### config.mk
export PLATFORM = sky130hd
export DESIGN_NAME = cmd_regbuf
export DESIGN_NICKNAME = d
export VERILOG_FILES = /design/src/rtl/cmdbuf_pkg.sv /design/src/rtl/cmdbuf_rst_sync.sv /design/src/rtl/cmdbuf_stage.sv /design/src/rtl/cmdbuf_parity.sv /design/src/rtl/cmd_regbuf.sv
export SDC_FILE = /design/constraint.sdc
export NUM_CORES = 1
export LEC_CHECK = 0
export ABC_AREA = 1
export BUFFER_PORTS_ARGS = -buffer_cell sky130_fd_sc_hd__buf_4
export CORE_MARGIN = 3
export CORE_UTILIZATION = 48
export DETAILED_ROUTE_END_ITERATION = 8
export GPL_ROUTABILITY_DRIVEN = 0
export PLACE_DENSITY_LB_ADDON = 0.1
export SLEW_MARGIN = 5
export SYNTH_ARGS = -nofsm -noshare
export SYNTH_HDL_FRONTEND = slang
export SYNTH_SLANG_ARGS = --single-unit
export TNS_END_PERCENT = 30
### constraint.sdc
create_clock -name clk -period 1.7 [get_ports clk]
set_input_delay 0.085 -clock clk [delete_from_list [all_inputs] [get_ports clk]]
set_output_delay 0.085 -clock clk [all_outputs]
set_load 0.1 [all_outputs]
### src/rtl/cmdbuf_pkg.sv
`timescale 1ns/1ps
package cmdbuf_pkg;
  // Control bits captured together with the address and bank buses.
  typedef struct packed {
    logic sel_n;
    logic row_n;
    logic col_n;
    logic wr_n;
    logic cke;
    logic odt;
    logic par;
    logic pen;
  } ctl_t;

  localparam int CTL_W      = $bits(ctl_t);
  localparam int SYNC_DEPTH = 2;
endpackage

### src/rtl/cmdbuf_rst_sync.sv
`timescale 1ns/1ps
module cmdbuf_rst_sync #(
  parameter int STAGES = 2
) (
  input  logic clk,
  input  logic rst_n_i,
  output logic rst_n_o
);
  logic [STAGES-1:0] chain_q;
  logic [STAGES-1:0] chain_d;

  // The reset asserts at once and releases after STAGES rising edges.
  always_comb begin
    chain_d = {chain_q[STAGES-2:0], 1'b1};
  end

  always_ff @(posedge clk or negedge rst_n_i) begin
    if (!rst_n_i) chain_q <= '0;
    else          chain_q <= chain_d;
  end

  assign rst_n_o = chain_q[STAGES-1];
endmodule

### src/rtl/cmdbuf_stage.sv
`timescale 1ns/1ps
module cmdbuf_stage #(
  parameter int W = 8
) (
  input  logic         clk,
  input  logic         rst_n,
  input  logic [W-1:0] d,
  output logic [W-1:0] q
);
  logic [W-1:0] q_next;

  always_comb begin
    q_next = d;
  end

  always_ff @(posedge clk or negedge rst_n) begin
    if (!rst_n) q <= '0;
    else        q <= q_next;
  end
endmodule

### src/rtl/cmdbuf_parity.sv
`timescale 1ns/1ps
module cmdbuf_parity #(
  parameter int AW = 14
) (
  input  logic          clk,
  input  logic          rst_n,
  input  logic [AW-1:0] addr,
  input  logic          row_n,
  input  logic          col_n,
  input  logic          wr_n,
  input  logic          par,
  input  logic          sel_n,
  input  logic          chk_en,
  output logic          err_pd
);
  localparam int CW = AW + 4;

  logic [CW-1:0] word;
  logic          odd;
  logic          err_next;

  always_comb begin
    word     = {addr, row_n, col_n, wr_n, par};
    odd      = ^word;
    err_next = !sel_n && chk_en && odd;
  end

  always_ff @(posedge clk or negedge rst_n) begin
    if (!rst_n) err_pd <= 1'b0;
    else        err_pd <= err_next;
  end
endmodule

### src/rtl/cmd_regbuf.sv
`timescale 1ns/1ps
module cmd_regbuf
  import cmdbuf_pkg::*;
#(
  parameter int AW = 14,
  parameter int BW = 3
) (
  input  logic          clk,
  input  logic          rst_n,
  input  logic          sel_n,
  input  logic          row_n,
  input  logic          col_n,
  input  logic          wr_n,
  input  logic [AW-1:0] addr,
  input  logic [BW-1:0] bank,
  input  logic          ck_en,
  input  logic          term_en,
  input  logic          par_in,
  input  logic          par_en,
  output logic          dram_sel_n,
  output logic          dram_row_n,
  output logic          dram_col_n,
  output logic          dram_wr_n,
  output logic [AW-1:0] dram_addr,
  output logic [BW-1:0] dram_bank,
  output logic          dram_cke,
  output logic          dram_odt,
  output logic          err_pd
);
  localparam int PW = AW + BW + CTL_W;

  logic          core_rst_n;
  ctl_t          ctl_in;
  ctl_t          ctl_cap;
  logic [PW-1:0] pipe_d;
  logic [PW-1:0] pipe_q;
  logic [AW-1:0] addr_cap;
  logic [BW-1:0] bank_cap;
  logic          cap_par;
  logic          cap_pen;

  cmdbuf_rst_sync #(.STAGES(SYNC_DEPTH)) u_rst (
    .clk     (clk),
    .rst_n_i (rst_n),
    .rst_n_o (core_rst_n)
  );

  always_comb begin
    ctl_in.sel_n = sel_n;
    ctl_in.row_n = row_n;
    ctl_in.col_n = col_n;
    ctl_in.wr_n  = wr_n;
    ctl_in.cke   = ck_en;
    ctl_in.odt   = term_en;
    ctl_in.par   = par_in;
    ctl_in.pen   = par_en;
    pipe_d       = {addr, bank, ctl_in};
  end

  cmdbuf_stage #(.W(PW)) u_stage (
    .clk   (clk),
    .rst_n (core_rst_n),
    .d     (pipe_d),
    .q     (pipe_q)
  );

  assign {addr_cap, bank_cap, ctl_cap} = pipe_q;
  assign cap_par = ctl_cap.par;
  assign cap_pen = ctl_cap.pen;

  cmdbuf_parity #(.AW(AW)) u_par (
    .clk    (clk),
    .rst_n  (core_rst_n),
    .addr   (addr_cap),
    .row_n  (ctl_cap.row_n),
    .col_n  (ctl_cap.col_n),
    .wr_n   (ctl_cap.wr_n),
    .par    (cap_par),
    .sel_n  (ctl_cap.sel_n),
    .chk_en (cap_pen),
    .err_pd (err_pd)
  );

  assign dram_sel_n = ctl_cap.sel_n;
  assign dram_row_n = ctl_cap.row_n;
  assign dram_col_n = ctl_cap.col_n;
  assign dram_wr_n  = ctl_cap.wr_n;
  assign dram_addr  = addr_cap;
  assign dram_bank  = bank_cap;
  assign dram_cke   = ctl_cap.cke;
  assign dram_odt   = ctl_cap.odt;
endmodule

### Yosys cells after proc, flatten, opt, wreduce, memory -nomap -nowiden

Index checks and enable logic that the tools add are counted.

| word-level totals | value |
|---|---|
| word-level logic and storage cells | 7 |
| input bits | 27 |
| flip-flop bits (word level) | 28 |

| cells by class | value |
|---|---|
| reductions and logical operators | 4 |

Operator list:

| operator | count |
|---|---|
| $reduce_xor 18->1 | 1 |
| $logic_and 1x1->1 | 2 |
| $logic_not 1->1 | 1 |

### Longest topological paths before layout

Gate-level depths: netlist of run 1.

| depth | value |
|---|---|
| depth after elaboration | 3 |
| gate-level depth with buffers | 11 |
| gate-level depth less buffers | 11 |

### Modules after synthesis

A second synthesis of run 1 with hierarchy kept.

| unflattened totals | value |
|---|---|
| cell total of the unflattened synthesis | 105 |
| area, all modules | 1034.7 sq um |

Modules (own cells, without submodules):

| module | times used | cells each | seq. area each (sq um) | area an instance (sq um) |
|---|---|---|---|---|
| cmdbuf_stage | 1 | 25 | 625.6 | 625.6 |
| cmdbuf_parity | 1 | 77 | 25.0 | 355.3 |
| cmdbuf_rst_sync | 1 | 3 | 50.0 | 53.8 |

### Worst setup path before layout of run 1

OpenSTA, ideal clock, no wires.

| timing | value |
|---|---|
| path type | register to register |
| start | register u_stage.q[17] |
| end | register u_par.err_pd |
| buffers on the path | 0 |
| clock period less this slack | 1.781 ns |
| stages on the path, launching flop included | 12 |
| arrival | 1.664 ns |
| data required time | 1.583 ns |
| slack | -0.081 ns |
| cell sequence | dfrtp_1 > inv_1 > nand2_1 > nand2_1 > nand2_1 > nand2_1 > nand2_2 > nand2_2 > nand2_2 > nand2_1 > nand2_1 > a21oi_2 |

| on the way | value |
|---|---|
| cells in the longest elaborated chain, start to end | 2 |

RTL lines:

| element | RTL line | source |
|---|---|---|
| start, declared | cmdbuf_stage.sv:8 | `output logic [W-1:0] q` |
| start signal, assigned | cmdbuf_stage.sv:18 | `else q <= q_next;` |
| $reduce_xor 18->1 | cmdbuf_parity.sv:24 | `odd = ^word;` |
| $logic_and 1x1->1 | cmdbuf_parity.sv:25 | `err_next = !sel_n && chk_en && odd;` |
| net u_par.err_next | cmdbuf_parity.sv:20 | `logic err_next;` |
| end signal, assigned | cmdbuf_parity.sv:30 | `else err_pd <= err_next;` |
| end, declared | cmdbuf_parity.sv:14 | `output logic err_pd` |

The timed path passes the listed nets, and every way through them passes these cells.

### Worst setup path after layout of run 1

| timing | value |
|---|---|
| start | register u_stage.q[18] |
| end | register u_par.err_pd |

Same word-level chain as after synthesis.

==> reports/results.ini, run 1 <==
[critical_path]
slowest_delay_ns=0.46
crit_arrival_ns=1.74
critPathSlowestCell=dfrtp_2
cp-end-kind=flip-flop
worst-setup-path-type=flip-flop to flip-flop
rr_startpoint=u_stage.q[18]
rr_endpoint=u_par.err_pd
critPathBufInv=1
crit_top_cell=nand2_1
crit_chain=inv_1, nand2_1, nand2_1, nand2_1, nand2_1, nand2_2, nand2_2, nand2_2, nand2_1, nand2_1, a21oi_2
critPathRequiredTime_ns=1.98
ff2ff_setup_slack_ns=0.24
crit_family=simple AND/OR/NAND/NOR gates
r2r_cells=11
path_max_fanout=4
startpoint_type=flip-flop

[clock_tree]
ctsResizeCount=0
cts_made_buffers=3
cts.root.buffer_cell=clkbuf_4
cts.sinks=28
path_clk_slew_ns=0.15
clkLatencyLatePin_ns=0.34
cts_tree=built
cts_max_level=1
cts_buffer_depth=2

[global_routing]
use_met3=0.0554
grt_usage=0.250
first_global_vias=1115
grt_pass1_wl_um=5050
antenna_found_initial=0
grt_busiest_layer=met2
met2_usage=0.460
grt_max_degree=27
use_met1=0.283
grt_overflow=0

[status]
status=finished, final reports clean

[yosys]
synth_top_area_share=0.641
syn_inst=110
synth_largest_area_cell=dfrtp_1
synth_ff_type=dfrtp_1
yosys.area_share.adder=0
ys_ff_latch=28
yosys_warnings=0
synth_cell_types=13
async_reset_ff_frac=1.00
synth_area_per_cell_sq_um=9.94
synthSimpleGateAreaFrac=0.228
yosysMostFrequentCell=nand2_1
synth-compound-area-share=0.00801
synthTopCellsByArea=dfrtp_1 64%, nand2_1 17%, inv_1 3.8%
ys_seq_area_frac=0.641
synthXorXnorAreaFrac=0.0789
synth_mux_area_frac=0
synthesis.nets=137
synth_top_family_by_area=simple AND/OR/NAND/NOR gates
synth_edf_count=0
synth_area_sq_um=1090
ys_top_cells_by_count=50 x nand2_1, 28 x dfrtp_1, 11 x inv_1, 5 x nand2_2

[place]
dp_slack_ns=0.446
hpwl_um=1620
numPortBuffers=50
placed_cell_area_sq_um=1520
dp.cells=188

[route]
drtIter0Drc=27
remaining_drc_errors=0
drt-total-wl_um=3100
wl_per_cell_um=14.2
via_count=1023
avgViaCountPerCell=4.69
drt_pass1_iterations=4
drtAntennaViolNets=0

[floorplanning]
num_rows=16
io-pin-count=51
initial_core_util=0.530
core_area_sq_um=2060
die-area_sq_um=2890
die_w_um=53.7
die_h_um=53.7

[timing]
setup_viol=0
drv_slew=0
finalHoldViolCount=0
fin_setup_tns_ns=0
period_needed_ns=1.46
final.setup.worst_slack_ns=0.239
rsz0062_at_grt=no
fin_skew_ns=0.00644
whs_ns=0.0349
min_period_over_period=0.859
max_freq_mhz=685

[pwr]
power_density_nw_per_um2=920
max-vdd-ir-drop_mv=0.843
p_int_mw=1.11
power_frac_clock=0.259
p_leak_nw=0.976
combPwrFrac=0.307
swShare=0.344
p_switching_mw=0.581
power_frac_seq=0.435

[cells_and_area]
drive_above_1_share=0.387
layout.cells.non_filler=218
n_antenna_cell=0
fin_area_sq_um=1830
fin_nets=219
area.growth.synth_to_final_pct=67.6

[run]
maxCapViolations=0

[worst_hold_path]
hp-class=primary input to async pin

power by group through the flow:
stage | Clock [mW] | Sequential (mW) | Combinational (mW)
after floorplan | 0 | 0.973 | 0.103
after global placement | 0 | 0.740 | 0.449
after detailed placement | 0 | 0.743 | 0.456
after CTS | 0.438 | 0.730 | 0.504
after global routing | 0.474 | 0.738 | 0.544
final | 0.436 | 0.733 | 0.518
placed cells by master (no fill, tap or decap):
cell type / Yosys / layout
xnor2_2: 1 / 1
nor2_2: 1 / 1
a21oi_2: 1 / 1
clkbuf_4: 0 / 3
nand2_2: 5 / 5
dfrtp_1: 28 / 20
conb_1: 1 / 1
nor2_1: 1 / 1
xnor2_1: 4 / 4
buf_4: 0 / 51
inv_2: 1 / 1
bufinv_16: 0 / 1
xor2_1: 4 / 4
dlygate4sd3_1: 0 / 26
nand2_1: 50 / 50
nand3_2: 2 / 2
inv_1: 11 / 11
dfrtp_2: 0 / 8
logic make-up after synthesis:
kind of cell,after synthesis
DFF,28
xor gates and xnor gates,9
and+or+nand+nor,59
buffers and inverters,12
AOI/OAI and AO/OA,1
other,1
sequential cells by signal, summed over array words and instances, names as in the netlist:
signal	cells
u_rst.chain_q	2
u_par.err_pd	1
u_stage.q	25
repair_timing:
item / 4_1_cts / 5_1_grt
hold buffers: 26 / 0
hold endpoints to repair: 27 / 0
buffers inserted: 0 / 0
layer usage:
| metal | up-vias | wire, um | part of all wire |
|---|---|---|---|
| met3 | 4 | 215 | 0.069 |
| met4 | 0 | 40 | 0.013 |
| li1 | 484 | - | - |
| met1 | 483 | 1150 | 0.37 |
| met5 | - | 0 | 0 |
| met2 | 52 | 1690 | 0.55 |
worst max path at each step:
stage | startpoint | to | slack, ns | cells after the start
5_1_grt | u_stage.q[18] | u_par.err_pd | 0.20 | 11
2_1_floorplan | u_stage.q[6] | u_par.err_pd | 0.02 | 7
4_1_cts | u_stage.q[15] | u_par.err_pd | 0.43 | 11
3_3_place_gp | u_stage.q[15] | u_par.err_pd | 0.53 | 11
6_report | u_stage.q[18] | u_par.err_pd | 0.24 | 11
3_5_place_dp | u_stage.q[15] | u_par.err_pd | 0.45 | 11
through the flow:
stage,power [mW],util
floorplan,1.08,-
global placement,1.19,0.737
detailed placement,1.20,0.737
CTS,1.67,0.889
global route,1.76,0.889
finish,1.69,0.889
area by class of cell:
cell class	instances	area, sq um
Fill cell	88	229
Timing Repair Buffer	77	643
Inverter	12	45.0
Tap cell	27	33.8
Clock inverter	1	30.0
Clock buffer	3	22.5
Sequential cell	28	711
Multi-Input combinational cell	70	348
Note: power is estimated with default switching activity, not from simulation.
==> run 2: changes to the inputs <==
--- a/config.mk
+++ b/config.mk
@@ -7,8 +7,10 @@
 export LEC_CHECK = 0
 export ABC_AREA = 1
 export BUFFER_PORTS_ARGS = -buffer_cell sky130_fd_sc_hd__buf_4
+export CELL_PAD_IN_SITES_DETAIL_PLACEMENT = 0
+export CELL_PAD_IN_SITES_GLOBAL_PLACEMENT = 1
 export CORE_MARGIN = 3
-export CORE_UTILIZATION = 48
+export CORE_UTILIZATION = 35
 export DETAILED_ROUTE_END_ITERATION = 8
 export GPL_ROUTABILITY_DRIVEN = 0
 export PLACE_DENSITY_LB_ADDON = 0.1
==> reports/results.ini, run 2 (same netlist as run 1, synthesis figures left out) <==
[timing]
max_freq_mhz=812  ; +19%
fin_setup_tns_ns=0  ; unchanged
fin_skew_ns=0.00137  ; -0.00507 ns
min_period_over_period=0.724  ; -0.135
period_needed_ns=1.23  ; -0.229 ns
finalHoldViolCount=0  ; unchanged
drv_slew=0  ; unchanged
rsz0062_at_grt=no
setup_viol=0  ; unchanged

[cells_and_area]
final_common_cell=buf_4
fillers=239  ; +170%
fin_area_sq_um=1840  ; +0.14%
final_cell_mix=51 x buf_4, 50 x nand2_1, 26 x dlygate4sd3_1, 20 x dfrtp_1, 11 x inv_1
largest_reg_flops=25  ; unchanged
fin_nets=219  ; unchanged
drive_above_1_share=0.387  ; unchanged
top_register=u_stage.q
n_antenna_cell=0  ; unchanged
area.growth.synth_to_final_pct=67.8
reg_top3=u_stage.q: 25 flops, u_rst.chain_q: 2 flops, u_par.err_pd: 1 flops

[route]
drtIter0Drc=18  ; -33%
drt_pass1_iterations=2  ; -2
via_count=933  ; -8.8%
drtAntennaViolNets=0  ; unchanged
wl_per_cell_um=9.84  ; -31%
drt-total-wl_um=2290  ; -26%
avgViaCountPerCell=4.00  ; -15%
remaining_drc_errors=0  ; unchanged

[floorplanning]
num_rows=19  ; +3
die_h_um=61.9  ; +15%
core_area_sq_um=2880  ; +40%
initial_core_util=0.380  ; -0.150
die_w_um=61.9  ; +15%
die-area_sq_um=3830  ; +33%
io-pin-count=51  ; unchanged

[critical_path]
startpoint_type=flip-flop
critPathBufInv=1  ; unchanged
crit_arrival_ns=1.48  ; -0.26 ns
crit_top_cell=nand2_1
critPathSlowestCell=dfrtp_2
critPathRequiredTime_ns=1.95  ; -0.03 ns
r2r_cells=11  ; unchanged
slowest_delay_ns=0.44  ; -0.02 ns
crit_family=simple AND/OR/NAND/NOR gates
path_max_fanout=4  ; unchanged
crit_chain=nand2_1, inv_1, nor2_2, nand2_1, nand2_1, nand2_2, nand2_2, nand2_2, nand2_1, nand2_1, a21oi_2
worst-setup-path-type=flip-flop to flip-flop
cp-end-kind=flip-flop
cp.depth=11  ; unchanged

[global_routing]
grt_usage=0.138  ; -0.112
antenna_found_initial=0  ; unchanged
grt_overflow=0  ; unchanged
first_global_vias=976  ; -12%
grt_max_degree=27  ; unchanged
grt_pass1_wl_um=3900  ; -23%

[clock_tree]
cts_setup_buffers=0  ; unchanged
cts_made_buffers=3  ; unchanged
cts_buffer_depth=2  ; unchanged
cts_tree=built
cts_max_level=1  ; unchanged
path_clk_slew_ns=0.13  ; -0.02 ns
cts.sinks=28  ; unchanged
clkLatencyLatePin_ns=0.31  ; -0.03 ns
cts.root.buffer_cell=clkbuf_4

[pwr]
p_leak_nw=0.969  ; -0.71%
p_switching_mw=0.536  ; -7.7%
power_frac_clock=0.198  ; -0.061
power_frac_seq=0.475  ; +0.040
swShare=0.350  ; +0.00518
p_int_mw=0.997  ; -9.8%
max-vdd-ir-drop_mv=0.572  ; -32%
combPwrFrac=0.327  ; +0.020
power_density_nw_per_um2=835  ; -9.2%

[place]
placed_cell_area_sq_um=1540  ; +1.2%
numPortBuffers=50  ; unchanged
hpwl_um=1680  ; +3.8%

[worst_hold_path]
hp-class=primary input to async pin

[status]
status=finished, final reports clean

[run]
maxCapViolations=0  ; unchanged

==> run 2: area by class of cell <==
| type | instances | area, sq um | share of cell area |
|---|---|---|---|
| sequential | 28 | 711 | 0.387 |
| timing repair buffer | 77 | 643 | 0.350 |
| multi-input combinational | 70 | 348 | 0.190 |
| tap | 42 | 52.6 | 0.0286 |
| inverter | 12 | 45.0 | 0.0245 |
| clock buffer | 4 | 36.3 | 0.0198 |
==> run 2: path summary, 6_finish.rpt <==
check / start / end / slack, ns
hold reg to reg: u_rst.chain_q[1] / u_stage.q[2] / 0.23
min in group clk: u_rst.chain_q[0] / u_rst.chain_q[1] / 0.37
max in group asynchronous: u_rst.chain_q[1] / u_stage.q[19] / 1.21
setup reg to reg: u_stage.q[15] / u_par.err_pd / 0.47
hold / removal: rst_n / u_rst.chain_q[1] / 0.08
setup / recovery: u_stage.q[15] / u_par.err_pd / 0.47
==> run 2: stage by stage <==
step	worst slack [ns]	instances	power [mW]	hold WS [ns]	util
after floorplan	0.0223	110	1.08	-0.211	-
after global placement	0.516	203	1.19	-0.133	0.535
after detailed placement	0.468	203	1.20	-0.132	0.535
after CTS	0.441	233	1.55	0.0639	0.638
after global routing	0.277	233	1.63	0.0564	0.638
final	0.468	233	1.53	0.0820	0.638
==> run 2: per-layer routing <==
| layer | vias up | global-route usage | part of all wire |
|---|---|---|---|
| met5 | - | 0 | 0 |
| met4 | 0 | 0.0455 | 0.0079 |
| met3 | 2 | 0.0640 | 0.11 |
| met2 | 31 | 0.256 | 0.52 |
| met1 | 417 | 0.135 | 0.35 |
| li1 | 483 | - | - |
==> run 2: power by group through the flow <==
stage               combinational, mW  sequential [mW]  clock, mW
floorplan                       0.103            0.973          0
global placement                0.451            0.740          0
detailed placement              0.457            0.743          0
CTS                             0.505            0.730      0.318
global route                    0.538            0.736      0.352
finish                          0.501            0.729      0.303
==> run 2: timing repair <==
| action | in CTS | in global routing |
|---|---|---|
| gates resized for setup | 0 | 0 |
| hold buffers | 26 | 0 |
| hold endpoints to repair | 27 | 0 |
==> run 3: changes to the inputs <==
--- a/config.mk
+++ b/config.mk
@@ -10,7 +10,7 @@
 export CELL_PAD_IN_SITES_DETAIL_PLACEMENT = 0
 export CELL_PAD_IN_SITES_GLOBAL_PLACEMENT = 1
 export CORE_MARGIN = 3
-export CORE_UTILIZATION = 35
+export CORE_UTILIZATION = 32
 export DETAILED_ROUTE_END_ITERATION = 8
 export GPL_ROUTABILITY_DRIVEN = 0
 export PLACE_DENSITY_LB_ADDON = 0.1
==> constraint.sdc (replaced) <==
create_clock -name clk -period 1.2 [get_ports clk]
set_input_delay 0.06 -clock clk [delete_from_list [all_inputs] [get_ports clk]]
set_output_delay 0.06 -clock clk [all_outputs]
set_load 0.1 [all_outputs]
==> reports/results.ini, run 3 (same netlist as run 1, synthesis figures left out) <==
[route]
drt-total-wl_um=2350  ; +2.6%
drt_pass1_iterations=4  ; +2
avgViaCountPerCell=4.00  ; about the same
remaining_drc_errors=0  ; unchanged
via_count=945  ; +1.3%
drtIter0Drc=49  ; +31
wl_per_cell_um=9.96  ; +1.3%
drtAntennaViolNets=0  ; unchanged

[floorplanning]
die_w_um=64.5  ; +4.1%
die_h_um=64.5  ; +4.1%
core_area_sq_um=3150  ; +9.6%
initial_core_util=0.347  ; -0.0333
io-pin-count=51  ; unchanged
num_rows=20  ; +1
die-area_sq_um=4160  ; +8.5%

[cells_and_area]
fin_nets=220  ; +0.46%
final_common_cell=buf_4
final_util=0.607  ; -0.0314
multi_input_area_sq_um=365  ; +5.0%
top_register=u_stage.q
largest_reg_flops=25  ; unchanged
fillers=280  ; +17%
final_cell_mix=52 x buf_4, 46 x nand2_1, 26 x dlygate4sd3_1, 11 x dfrtp_1, 9 x dfrtp_4
seq_area_sq_um=744  ; +4.8%
fin_area_sq_um=1910  ; +4.2%
drive_above_1_share=0.495  ; +0.107
n_antenna_cell=0  ; unchanged
layout.cells.non_filler=236  ; +1.3%
reg_top3=u_stage.q: 25 flops, u_rst.chain_q: 2 flops, u_par.err_pd: 1 flops
area.growth.synth_to_final_pct=74.9

[place]
numPortBuffers=50  ; unchanged
placed_cell_area_sq_um=1590  ; +3.0%
dp.cells=206  ; +1.5%
hpwl_um=1730  ; +3.1%

[global_routing]
grt_usage=0.124  ; -0.0144
first_global_vias=1000  ; +2.5%
grt_pass1_wl_um=4060  ; +4.1%
antenna_found_initial=0  ; unchanged
grt_max_degree=17  ; -37%
grt_overflow=0  ; unchanged

[pwr]
max-vdd-ir-drop_mv=0.861  ; +50%
p_total_mw=2.37  ; +54%
power_density_nw_per_um2=1240  ; +48%
p_leak_nw=0.970  ; +0.12%

[timing]
max_freq_mhz=763  ; -6.0%
fin_setup_tns_ns=-0.110  ; -0.110 ns
finalHoldViolCount=0  ; unchanged
drv_slew=0  ; unchanged
fin_skew_ns=0.00341  ; +0.00205 ns
period_needed_ns=1.31  ; +0.0787 ns
min_period_over_period=1.09  ; +0.367
final.setup.worst_slack_ns=-0.110  ; -0.579 ns
setup_viol=1  ; +1
rsz0062_at_grt=yes

[status]
status=finished, violations left
violations=setup timing

[critical_path]
path_max_fanout=4  ; unchanged
startpoint_type=flip-flop
ff2ff_setup_slack_ns=-0.11  ; -0.58 ns
critPathSlowestCell=dfrtp_4
cp-end-kind=flip-flop
crit_arrival_ns=1.57  ; +0.09 ns
r2r_cells=11  ; unchanged
rr_endpoint=u_par.err_pd
crit_chain=nand2_4, inv_2, nor2_2, nand2_1, nand2_2, nand2_2, nand2_2, nand2_2, nand2_1, nand2_1, a21oi_2
worst-setup-path-type=flip-flop to flip-flop
slowest_delay_ns=0.53  ; +0.09 ns
crit_top_cell=nand2_2
rr_startpoint=u_stage.q[16]
critPathRequiredTime_ns=1.46  ; -0.49 ns

[clock_tree]
path_clk_slew_ns=0.15  ; +0.02 ns
cts.root.buffer_cell=clkbuf_4
cts.sinks=28  ; unchanged
cts_max_level=1  ; unchanged
clkLatencyLatePin_ns=0.32  ; about the same
cts_made_buffers=3  ; unchanged
cts_setup_buffers=0  ; unchanged
cts_tree=built
cts_buffer_depth=2  ; unchanged

[run]
maxCapViolations=0  ; unchanged

[worst_hold_path]
hp-class=primary input to async pin

run 3: cell count changes in the layout (fill, tap and decap cells not counted), sizes merged:
cell / change
buf: +1
bufinv: +1
clkbuf: -1
run 3: critical path, delay by kind of cell (launching register included):
family | cells | cell delay (ns)
AOI/OAI and AO/OA | 1 | 0.10
buffers and inverters | 1 | 0.03
DFF | 1 | 0.53
and+or+nand+nor | 9 | 0.61
run 3: layout make-up:
type | count | share of cell area
timing repair buffer | 78 | 0.340
clock inverter | 1 | 0.0157
multi-input combinational | 70 | 0.191
sequential | 28 | 0.389
tap | 44 | 0.0288
clock buffer | 3 | 0.0118
inverter | 12 | 0.0235
run 3: repair_timing:
action                                  in CTS  in global routing
hold endpoints to repair                    27                  0
hold buffers                                26                  0
gates resized for setup                      2                  8
endpoints found under the setup margin       1                  1
pin swaps                                    0                  4
run 3: power by group:
| group | switching (mW) | total (mW) | leakage (nW) | internal, mW |
|---|---|---|---|---|
| logic | 0.481 | 0.719 | 0.630 | 0.238 |
| registers | 0.0415 | 1.05 | 0.312 | 1.01 |
| clock network | 0.264 | 0.601 | 0.0279 | 0.337 |
| total | 0.786 | 2.37 | 0.970 | 1.58 |
run 3: worst max path at each step:
stage	from	to	slack (ns)	depth (start not counted)
4_1_cts	u_stage.q[15]	u_par.err_pd	-0.11	11
5_1_grt	u_stage.q[16]	u_par.err_pd	-0.21	11
3_5_place_dp	u_stage.q[15]	u_par.err_pd	-0.07	11
6_report	u_stage.q[16]	u_par.err_pd	-0.11	11
3_3_place_gp	u_stage.q[15]	u_par.err_pd	-0.04	11
2_1_floorplan	u_stage.q[15]	u_par.err_pd	-0.20	11
run 3: per-layer routing:
layer  wire length, um  vias to the layer above  part of all wire  track usage
li1                  -                      485                 -            -
met1               922                      429              0.39        0.127
met2              1250                       29              0.53        0.244
met3               157                        2             0.067       0.0295
met4                18                        0            0.0077       0.0396
met5                 0                        -                 0            0
run 3: metrics by stage:
stage / setup WS [ns] / hold slack [ns]
5_1_grt: -0.208 / 0.00750
6_report: -0.110 / 0.0248
2_1_floorplan: -0.197 / -0.236
4_1_cts: -0.110 / 0.0130
3_5_place_dp: -0.0740 / -0.156
3_3_place_gp: -0.0439 / -0.157
